==> config.mk <==
export PLATFORM = sky130hd
export DESIGN_NAME = inv_cpl_irq_ctrl
export DESIGN_NICKNAME = d
export VERILOG_FILES = /design/src/rtl/inv_irq_pkg.sv /design/src/rtl/irq_addr_dec.sv /design/src/rtl/irq_cfg_regs.sv /design/src/rtl/irq_pend_ctrl.sv /design/src/rtl/irq_rd_mux.sv /design/src/rtl/inv_cpl_irq_ctrl.sv
export SDC_FILE = /design/constraint.sdc
export NUM_CORES = 1
export LEC_CHECK = 0
export BUFFER_PORTS_ARGS = -buffer_cell sky130_fd_sc_hd__buf_2
export CAP_MARGIN = 0
export CORE_AREA = 2 2 133 109
export CTS_CLUSTER_SIZE = 25
export DETAILED_ROUTE_END_ITERATION = 16
export DIE_AREA = 0 0 135 111
export PLACE_DENSITY = 0.8
export SLEW_MARGIN = 20
export SYNTH_ARGS = -nofsm -noshare
export SYNTH_HDL_FRONTEND = slang
export SYNTH_HIERARCHICAL = 1
export SYNTH_SLANG_ARGS = --single-unit
export TNS_END_PERCENT = 10
==> constraint.sdc <==
create_clock -name clk -period 3.7 [get_ports clk]
set_input_delay 0.74 -clock clk [delete_from_list [all_inputs] [get_ports clk]]
set_output_delay 0.74 -clock clk [all_outputs]
set_load 0.01 [all_outputs]
==> src/rtl/inv_irq_pkg.sv <==
// Shared constants and types of the invalidation completion interrupt controller.
// Assumes byte offsets into a 32-bit register window; offsets fit any ADDR_W >= 5.
package inv_irq_pkg;

    localparam int REG_W          = 32;
    localparam int OFS_CTRL       = 'h00;
    localparam int OFS_STAT       = 'h04;
    localparam int OFS_MDATA      = 'h08;
    localparam int OFS_MADDR_LO   = 'h0C;
    localparam int OFS_MADDR_HI   = 'h10;

    localparam int CTRL_MASK_BIT  = 31;
    localparam int CTRL_PEND_BIT  = 30;
    localparam int STAT_CPL_BIT   = 0;

    typedef enum logic [2:0] {
        SEL_NONE,
        SEL_CTRL,
        SEL_STAT,
        SEL_MDATA,
        SEL_MADDR_LO,
        SEL_MADDR_HI
    } reg_sel_e;

endpackage

==> src/rtl/irq_addr_dec.sv <==
// Register offset decoder.
// Maps a byte offset onto one register select; unknown offsets give SEL_NONE.
// Assumes ADDR_W is wide enough to hold the highest register offset.
module irq_addr_dec
    import inv_irq_pkg::*;
#(
    parameter int ADDR_W = 8
) (
    input  logic [ADDR_W-1:0] addr_i,
    output reg_sel_e          sel_o
);

    // Purely combinational offset compare.
    always_comb begin
        case (addr_i)
            ADDR_W'(OFS_CTRL):     sel_o = SEL_CTRL;
            ADDR_W'(OFS_STAT):     sel_o = SEL_STAT;
            ADDR_W'(OFS_MDATA):    sel_o = SEL_MDATA;
            ADDR_W'(OFS_MADDR_LO): sel_o = SEL_MADDR_LO;
            ADDR_W'(OFS_MADDR_HI): sel_o = SEL_MADDR_HI;
            default:               sel_o = SEL_NONE;
        endcase
    end

endmodule

==> src/rtl/irq_cfg_regs.sv <==
// Software-owned configuration: the interrupt mask and the message payload and address.
// The mask resets to 1 (masked). Mask writes are dropped while the capability is absent.
// The upper address register keeps only MSG_ADDR_W-32 bits; 33 <= MSG_ADDR_W <= 64.
module irq_cfg_regs
    import inv_irq_pkg::*;
#(
    parameter int MSG_ADDR_W = 64
) (
    input  logic                  clk,
    input  logic                  rst_n,
    input  logic                  qinv_ok_i,
    input  logic                  wr_en_i,
    input  reg_sel_e              wr_sel_i,
    input  logic [REG_W-1:0]      wr_data_i,
    output logic                  mask_o,
    output logic [REG_W-1:0]      mdata_o,
    output logic [REG_W-1:0]      maddr_lo_o,
    output logic [REG_W-1:0]      maddr_hi_o,
    output logic [MSG_ADDR_W-1:0] msg_addr_o
);

    localparam int               HI_W    = MSG_ADDR_W - REG_W;
    localparam logic [REG_W-1:0] HI_KEEP = 32'hFFFF_FFFF >> (2 * REG_W - MSG_ADDR_W);

    logic             mask_q;
    logic [REG_W-1:0] mdata_q;
    logic [REG_W-1:0] lo_q;
    logic [REG_W-1:0] hi_q;

    // Mask bit: reset to masked, written only when the capability is present.
    always_ff @(posedge clk) begin
        if (!rst_n) begin
            mask_q <= 1'b1;
        end else if (wr_en_i && wr_sel_i == SEL_CTRL && qinv_ok_i) begin
            mask_q <= wr_data_i[CTRL_MASK_BIT];
        end
    end

    // Message payload and address registers.
    always_ff @(posedge clk) begin
        if (!rst_n) begin
            mdata_q <= '0;
            lo_q    <= '0;
            hi_q    <= '0;
        end else if (wr_en_i) begin
            case (wr_sel_i)
                SEL_MDATA:    mdata_q <= wr_data_i;
                SEL_MADDR_LO: lo_q    <= wr_data_i;
                SEL_MADDR_HI: hi_q    <= wr_data_i & HI_KEEP;
                default:      ;
            endcase
        end
    end

    assign mask_o     = mask_q;
    assign mdata_o    = mdata_q;
    assign maddr_lo_o = lo_q;
    assign maddr_hi_o = hi_q;
    assign msg_addr_o = {hi_q[HI_W-1:0], lo_q};

endmodule

==> src/rtl/irq_pend_ctrl.sv <==
// Completion status and interrupt pending state, plus the message request.
// Only a clear-to-set change of the status arms pending. A write-1 clear that lands in
// the same cycle as a new completion loses to it. Pending clears when a message leaves
// or when software clears the status. Assumes cpl_valid_i is a one-cycle pulse per completion.
module irq_pend_ctrl (
    input  logic clk,
    input  logic rst_n,
    input  logic qinv_ok_i,
    input  logic cpl_valid_i,
    input  logic cpl_if_i,
    input  logic stat_w1c_i,
    input  logic mask_i,
    input  logic busy_i,
    output logic stat_o,
    output logic pend_o,
    output logic msg_req_o
);

    logic stat_q;
    logic pend_q;
    logic qual_cpl;
    logic new_cond;
    logic send;

    // Qualifying completion, and whether it forms a new interrupt condition.
    always_comb begin
        qual_cpl = cpl_valid_i && cpl_if_i;
        new_cond = qual_cpl && (!stat_q || stat_w1c_i) && qinv_ok_i;
        send     = qinv_ok_i && pend_q && !mask_i && !busy_i;
    end

    // Sticky completion status: set by a completion, cleared by a software write of 1.
    always_ff @(posedge clk) begin
        if (!rst_n) begin
            stat_q <= 1'b0;
        end else if (qual_cpl) begin
            stat_q <= 1'b1;
        end else if (stat_w1c_i) begin
            stat_q <= 1'b0;
        end
    end

    // Pending flag: armed by a new condition, dropped on send, on a status clear or when unsupported.
    always_ff @(posedge clk) begin
        if (!rst_n) begin
            pend_q <= 1'b0;
        end else if (!qinv_ok_i) begin
            pend_q <= 1'b0;
        end else if (new_cond) begin
            pend_q <= 1'b1;
        end else if (send || stat_w1c_i) begin
            pend_q <= 1'b0;
        end
    end

    assign stat_o    = stat_q;
    assign pend_o    = pend_q;
    assign msg_req_o = send;

endmodule

==> src/rtl/irq_rd_mux.sv <==
// Registered read port over all registers of the controller.
// The control word reads zero when the capability is absent. Unknown offsets read zero.
module irq_rd_mux
    import inv_irq_pkg::*;
(
    input  logic             clk,
    input  logic             rst_n,
    input  logic             rd_en_i,
    input  reg_sel_e         rd_sel_i,
    input  logic             qinv_ok_i,
    input  logic             mask_i,
    input  logic             pend_i,
    input  logic             stat_i,
    input  logic [REG_W-1:0] mdata_i,
    input  logic [REG_W-1:0] maddr_lo_i,
    input  logic [REG_W-1:0] maddr_hi_i,
    output logic [REG_W-1:0] rd_data_o
);

    logic [REG_W-1:0] ctrl_word;
    logic [REG_W-1:0] stat_word;
    logic [REG_W-1:0] rd_next;

    // Assemble the control and status words from their single-bit fields.
    always_comb begin
        ctrl_word = '0;
        stat_word = '0;
        if (qinv_ok_i) begin
            ctrl_word[CTRL_MASK_BIT] = mask_i;
            ctrl_word[CTRL_PEND_BIT] = pend_i;
        end
        stat_word[STAT_CPL_BIT] = stat_i;
    end

    // Select the addressed word.
    always_comb begin
        case (rd_sel_i)
            SEL_CTRL:     rd_next = ctrl_word;
            SEL_STAT:     rd_next = stat_word;
            SEL_MDATA:    rd_next = mdata_i;
            SEL_MADDR_LO: rd_next = maddr_lo_i;
            SEL_MADDR_HI: rd_next = maddr_hi_i;
            default:      rd_next = '0;
        endcase
    end

    // Capture read data on a read strobe; hold otherwise.
    always_ff @(posedge clk) begin
        if (!rst_n) begin
            rd_data_o <= '0;
        end else if (rd_en_i) begin
            rd_data_o <= rd_next;
        end
    end

endmodule

==> src/rtl/inv_cpl_irq_ctrl.sv <==
// Invalidation completion interrupt controller (top).
// Ties address decode, configuration registers, pending control and the read port together.
// Assumes 33 <= MSG_ADDR_W <= 64 and ADDR_W >= 5.
module inv_cpl_irq_ctrl
    import inv_irq_pkg::*;
#(
    parameter int ADDR_W     = 8,
    parameter int MSG_ADDR_W = 64
) (
    input  logic                  clk,
    input  logic                  rst_n,
    input  logic                  qinv_supported_i,
    input  logic                  cpl_valid_i,
    input  logic                  cpl_if_i,
    input  logic                  fabric_busy_i,
    input  logic                  wr_en_i,
    input  logic [ADDR_W-1:0]     wr_addr_i,
    input  logic [REG_W-1:0]      wr_data_i,
    input  logic                  rd_en_i,
    input  logic [ADDR_W-1:0]     rd_addr_i,
    output logic [REG_W-1:0]      rd_data_o,
    output logic                  msg_req_o,
    output logic [REG_W-1:0]      msg_data_o,
    output logic [MSG_ADDR_W-1:0] msg_addr_o
);

    reg_sel_e         wr_sel;
    reg_sel_e         rd_sel;
    logic             mask_w;
    logic             stat_w;
    logic             pend_w;
    logic             stat_w1c;
    logic [REG_W-1:0] maddr_lo_w;
    logic [REG_W-1:0] maddr_hi_w;

    irq_addr_dec #(.ADDR_W(ADDR_W)) wr_dec_i (
        .addr_i (wr_addr_i),
        .sel_o  (wr_sel)
    );

    irq_addr_dec #(.ADDR_W(ADDR_W)) rd_dec_i (
        .addr_i (rd_addr_i),
        .sel_o  (rd_sel)
    );

    // Software write of 1 to the completion status bit.
    assign stat_w1c = wr_en_i && (wr_sel == SEL_STAT) && wr_data_i[STAT_CPL_BIT];

    irq_cfg_regs #(.MSG_ADDR_W(MSG_ADDR_W)) cfg_i (
        .clk        (clk),
        .rst_n      (rst_n),
        .qinv_ok_i  (qinv_supported_i),
        .wr_en_i    (wr_en_i),
        .wr_sel_i   (wr_sel),
        .wr_data_i  (wr_data_i),
        .mask_o     (mask_w),
        .mdata_o    (msg_data_o),
        .maddr_lo_o (maddr_lo_w),
        .maddr_hi_o (maddr_hi_w),
        .msg_addr_o (msg_addr_o)
    );

    irq_pend_ctrl pend_i (
        .clk         (clk),
        .rst_n       (rst_n),
        .qinv_ok_i   (qinv_supported_i),
        .cpl_valid_i (cpl_valid_i),
        .cpl_if_i    (cpl_if_i),
        .stat_w1c_i  (stat_w1c),
        .mask_i      (mask_w),
        .busy_i      (fabric_busy_i),
        .stat_o      (stat_w),
        .pend_o      (pend_w),
        .msg_req_o   (msg_req_o)
    );

    irq_rd_mux rd_i (
        .clk        (clk),
        .rst_n      (rst_n),
        .rd_en_i    (rd_en_i),
        .rd_sel_i   (rd_sel),
        .qinv_ok_i  (qinv_supported_i),
        .mask_i     (mask_w),
        .pend_i     (pend_w),
        .stat_i     (stat_w),
        .mdata_i    (msg_data_o),
        .maddr_lo_i (maddr_lo_w),
        .maddr_hi_i (maddr_hi_w),
        .rd_data_o  (rd_data_o)
    );

endmodule

=== Word level (Yosys, flattened, before mapping) ===
Cells that the tools add are included.

* Flip-flop bits (word level): 131
* Bits of input ports: 56
* Output and inout port bits: 129
* Logic and storage cells: 56

* Equality and inequality tests: 18
* Multiplexer cells: 8
* Reductions and logical operators: 23

{| class="wikitable"
|+ Operator list
! kind !! count
|-
| case mux 32 bit (5 select lines) || 1
|-
| == test 8 x 4 -> 1 bit, second input constant || 4
|-
| case mux 3 bit (5 select lines) || 2
|-
| == test 8 x 3 -> 1 bit, second input constant || 2
|-
| == test 8 x 5 -> 1 bit, second input constant || 2
|-
| logical NOT 8 bit || 2
|-
| == test 3 x 2 -> 1 bit, second input constant || 4
|-
| == test 3 bit, second input constant || 4
|-
| logical AND 1 bit || 10
|-
| AND reduction 2 bit || 4
|-
| == test 3 x 1 -> 1 bit, second input constant || 2
|-
| 2-to-1 mux 1 bit || 4
|-
| nonzero test 2 bit || 2
|-
| logical NOT 1 bit || 3
|-
| logical OR 1 bit || 2
|-
| 2-to-1 mux 2 bit || 1
|}

=== Longest topological paths before layout ===
* Depth in word-level cells: 9
* Mapped depth: 7
* Gate-level depth less buffers: 6

=== By module ===
The synthesis kept the hierarchy.

{| class="wikitable"
|+ Modules (own cells, without submodules)
! module !! instances !! cells an instance !! area each (um^2) !! seq. area each (um^2)
|-
| irq_cfg_regs || 1 || 495 || 4093.9 || 1941.9
|-
| irq_rd_mux || 1 || 164 || 1746.7 || 640.6
|-
| irq_addr_dec || 2 || 7 || 65.1 || 0.0
|-
| irq_pend_ctrl || 1 || 10 || 92.6 || 40.0
|-
| inv_cpl_irq_ctrl || 1 || 2 || 12.5 || 0.0
|}

=== Worst setup path before layout ===
OpenSTA, ideal clock, no wires.

* Kind: input -> register
* Start: input port rd_addr_i[0]
* End: register rd_i.rd_data_o[23]
* Setup time: 117 ps
* Arrival: 2776 ps
* Required time: 3583 ps
* Setup slack: 808 ps
* Stages: 6
* Path buffers: 1
* Path through: or4_4 -> nor4_1 -> nand2b_1 -> clkbuf_1 -> o2bb2ai_1 -> a22o_1

* Word-level cells in the longest chain between the ends: 4
* Elaborated cells on any way between the ends: 12
* Those cells by class: eq/ne (9); mux (2); reduce/logical (1)

{| class="wikitable"
|+ RTL lines
! what !! line !! source
|-
| start, declared || inv_cpl_irq_ctrl.sv:20 || <nowiki>input logic [ADDR_W-1:0] rd_addr_i,</nowiki>
|-
| == test 8 x 5 -> 1 bit, or another cell as far along || irq_addr_dec.sv:15 || <nowiki>case (addr_i)</nowiki>
|-
| case mux 3 bit (5 select lines) * || irq_addr_dec.sv:15 ||
|-
| via rd_sel[1] || inv_cpl_irq_ctrl.sv:28 || <nowiki>reg_sel_e rd_sel;</nowiki>
|-
| == test 3 bit, or another cell as far along || irq_rd_mux.sv:37 || <nowiki>case (rd_sel_i)</nowiki>
|-
| case mux 32 bit (5 select lines) * || irq_rd_mux.sv:37 ||
|-
| end signal, assigned || irq_rd_mux.sv:52 || <nowiki>rd_data_o <= rd_next;</nowiki>
|-
| end, declared || irq_rd_mux.sv:17 || <nowiki>output logic [REG_W-1:0] rd_data_o</nowiki>
|}

Mark *: on every way through the listed nets, which the timed path passes. The rest lies on a longest branch.
A chain may end at the register's enable or synchronous reset.

=== Final worst setup path ===
* Start: input port wr_addr_i[0]
* End: register cfg_i.mdata_q[8] (netlist: cfg_i/mdata_o[8])

* Word-level cells in the longest chain between the ends: 4
* Elaborated cells on any way between the ends: 8
* Those cells by class: eq/ne (5); mux (1); reduce/logical (2)

{| class="wikitable"
|+ RTL lines
! what !! line !! source
|-
| start, declared || inv_cpl_irq_ctrl.sv:17 || <nowiki>input logic [ADDR_W-1:0] wr_addr_i,</nowiki>
|-
| == test 8 x 5 -> 1 bit, or another cell as far along || irq_addr_dec.sv:15 ||
|-
| case mux 3 bit (5 select lines) * || irq_addr_dec.sv:15 ||
|-
| via wr_sel[1] || inv_cpl_irq_ctrl.sv:27 || <nowiki>reg_sel_e wr_sel;</nowiki>
|-
| == test 3 x 2 -> 1 bit * || irq_cfg_regs.sv:46 || <nowiki>case (wr_sel_i)</nowiki>
|-
| AND reduction 2 bit (no line) * || -- ||
|-
| end signal, assigned || irq_cfg_regs.sv:47 || <nowiki>SEL_MDATA: mdata_q <= wr_data_i;</nowiki>
|-
| end, declared || irq_cfg_regs.sv:26 || <nowiki>logic [REG_W-1:0] mdata_q;</nowiki>
|}

Marks and branches as above.

==> impl_metrics.ini <==
[pwr]
powerDensity_nw_per_um2 = 441
irDropWorstVdd_v = 0.000300
power_leakage_nw = 2.85
total_power_mw = 3.15
sw_frac_of_total_pct = 20.7
clock_power_share_pct = 51.6
seqPwrFrac_pct = 45.0
switchingPower_mw = 0.651
power_frac_comb_pct = 3.4
intPower_mw = 2.50

[floorplan]
core_area_um2 = 13900
die_h_um = 111
dieArea_um2 = 15000
die_w_um = 135
start_util_pct = 43.8
boundaryPins = 185
row_count = 39

[route]
num_vias = 5149
wirelength_um = 16200
drc = 0
drt-initial-drc-count = 207
antenna_left = 0
wl_per_cell_um = 16.4
drt-pass1-iter-count = 5
vias_per_cell = 5.22

[sta]
rsz0062_at_grt = no
hold_viol = 0
final-setup-viol-count = 0
period_share_pct = 75.9
fin_skew_ps = 10.4
tightest_slew_ps = 960
finalCriticalPeriod_ps = 2810
slew_headroom_pct = 35.8
finalMaxSlewViolations = 0
fmax_mhz = 356
finalSetupTns_ps = 0

[worst_setup_path]
cp-startpoint = wr_addr_i[0]
rr_worst_depth = 3
path_cells = buf_2, or4_4, nor4_1, and4b_2, buf_12, nand3_1, o21ai_1
crit_path_end = cfg_i/mdata_o[8]
cp_top_family = simple AND/OR/NAND/NOR gates
crit_path_end_kind = register
critical_path_buf_inv_count = 2
critPathLaunchType = input pin
timing.rr.end = rd_i/rd_data_o[31]
crit_type = input pin to register
path_max_fanout = 50
crit_cells = 7
critPathArrivalTime_ps = 3150
slowest_delay_ps = 650
slowest_stage = nor4_1
crit_required_ps = 4040
r2r_slack_ps = 2670
reg2reg_from = cfg_i/maddr_lo_o[31]

[clock_tree]
tritoncts = built
cts-hold-fix-buffers = 0
insertion_delay_ps = 410
htreeDepth = 4
cts_root_buf = clkbuf_16
cts-buffers-inserted = 17
cts_setup_buffers = 0
clock_path_buffers = 2
cts.sinks = 131
post_cts_resize_count = 0
cts.clk_slew.worst_paths_ps = 50

[yosys]
yosys.area.top_type = dfxtp_1
netlist_instances = 685
synth.area.top_cells = dfxtp_1, nand2_1, buf_4
synth_top_area_share_pct = 43.2
synth_seq_cells = 131
syn-num-nets = 741
synthesis.area_um2 = 6080
async_reset_ff_share_pct = 0
yosys_warnings = 6
avgSynthCellArea_um2 = 8.87
synth_edf_count = 0
ys_seq_area_share_pct = 43.2
synth_cell_types = 45
yosys_most_used_dff = dfxtp_1

[placed_design]
place_hpwl_um = 11100
portBuffers = 184
gp_congestion = 0.793

[global_route]
antenna_found_initial = 1
grt_max_degree = 51
grt_pass1_wl_um = 25800
first_global_vias = 4972
track_usage_pct = 22.0
grt_overflow = 0

[layout]
fin_util_pct = 51.5
syn_to_final_growth_pct = 17.5
fillers = 1309
drive_above_1_share_pct = 32.9
nets = 847

[outcome]
status = finished, final reports clean

[hold_path]
worstHoldPathType = register to register

[run]
drv_cap = 0
[tightest hold or removal path: cells and delay by family (launching register included)]
| family | cells | cell delay, ps |
|---|---|---|
| AO/OA/AOI/OAI | 1 | 50 |
| AND/OR/NAND/NOR | 1 | 60 |
| flip-flops | 1 | 320 |
[worst min path at each step]
stage	from	end	slack (ps)	cells past startpoint
floorplan	cfg_i/maddr_lo_o[31]	cfg_i/maddr_lo_o[31]	450	2
global route	cfg_i/mdata_o[19]	cfg_i/mdata_o[19]	480	2
CTS	cfg_i/mdata_o[24]	cfg_i/mdata_o[24]	460	2
finish	cfg_i/mdata_o[19]	cfg_i/mdata_o[19]	460	2
global placement	cfg_i/mdata_o[0]	cfg_i/mdata_o[0]	450	2
detailed placement	cfg_i/mdata_o[19]	cfg_i/mdata_o[19]	460	2
[cell usage after synthesis, drive strengths merged (2+ instances only)]
library cell,number
nand2,162
dfxtp,131
buf,100
a21oi,66
o21ai,33
mux2i,32
nand3,32
a22o,30
o2bb2ai,29
clkbuf,15
a211oi,5
nand3b,5
inv,4
nand2b,3
nand4b,3
nor2,3
nor2b,3
a2111oi,2
a211o,2
and3,2
and4b,2
nor4,2
o22ai,2
or3b,2
or4,2
xnor2,2
[layout make-up]
class | count | area, um2 | share of cell area, %
clock buffer | 23 | 488 | 6.83
inverter | 4 | 15.0 | 0.210
sequential | 131 | 2620 | 36.7
multi-input combinational | 435 | 2620 | 36.7
antenna | 2 | 5.00 | 0.0701
timing repair buffer | 202 | 1080 | 15.1
clock inverter | 5 | 77.6 | 1.09
tap | 184 | 230 | 3.22
[power groups by stage]
stage          sequential [mW]  combinational, mW  clock (mW)
6_report                  1.41              0.108        1.62
3_5_place_dp              1.44              0.107           0
5_1_grt                   1.41              0.117        1.72
3_3_place_gp              1.44              0.106           0
2_1_floorplan             1.44             0.0458           0
4_1_cts                   1.41              0.107        1.64
[through the flow]
stage	hold slack (ps)	instances	area, um2	setup WS, ps
2_1_floorplan	445	685	6080	808
3_3_place_gp	447	956	6570	586
3_5_place_dp	456	956	6570	503
4_1_cts	464	984	7130	927
5_1_grt	481	984	7130	726
6_report	461	986	7140	891
[registers in the layout, summed over array words and instances (netlist names)]
register,cells
cfg_i/maddr_hi_o,32
cfg_i/maddr_lo_o,32
cfg_i/mdata_o,32
rd_i/rd_data_o,32
cfg_i/mask_o,1
pend_i/pend_o,1
pend_i/stat_o,1
[kinds of logic after synthesis]
family,after synthesis,share of synthesized area [%]
buffers and inverters,119,14.2
muxes,32,5.27
DFF,131,43.2
and+or+nand+nor,228,17.1
xor gates and xnor gates,2,0.288
AOI/OAI and AO/OA,173,20.0
[layout by cell type (no fill, tap or decap), types with 3 or more instances in the layout]
| cell | instances |
|---|---|
| nand4b_1 | 3 |
| clkbuf_16 | 17 |
| nor2b_1 | 3 |
| mux2i_1 | 32 |
| nand3_1 | 32 |
| o21ai_1 | 29 |
| a21oi_1 | 50 |
| dfxtp_1 | 131 |
| a211oi_1 | 5 |
| buf_2 | 184 |
| o21ai_2 | 3 |
| a21oi_2 | 16 |
| buf_4 | 16 |
| nand3b_1 | 5 |
| o2bb2ai_1 | 29 |
| clkbuf_8 | 4 |
| a22o_1 | 30 |
| nand2_1 | 162 |
[layer usage]
layer | part of all wire [%] | global-route usage [%]
met5 | 0 | 0
met4 | 1.5 | 7.78
met3 | 8.0 | 6.81
met2 | 47 | 35.8
met1 | 44 | 27.6
(Power assumes the default switching activity.)
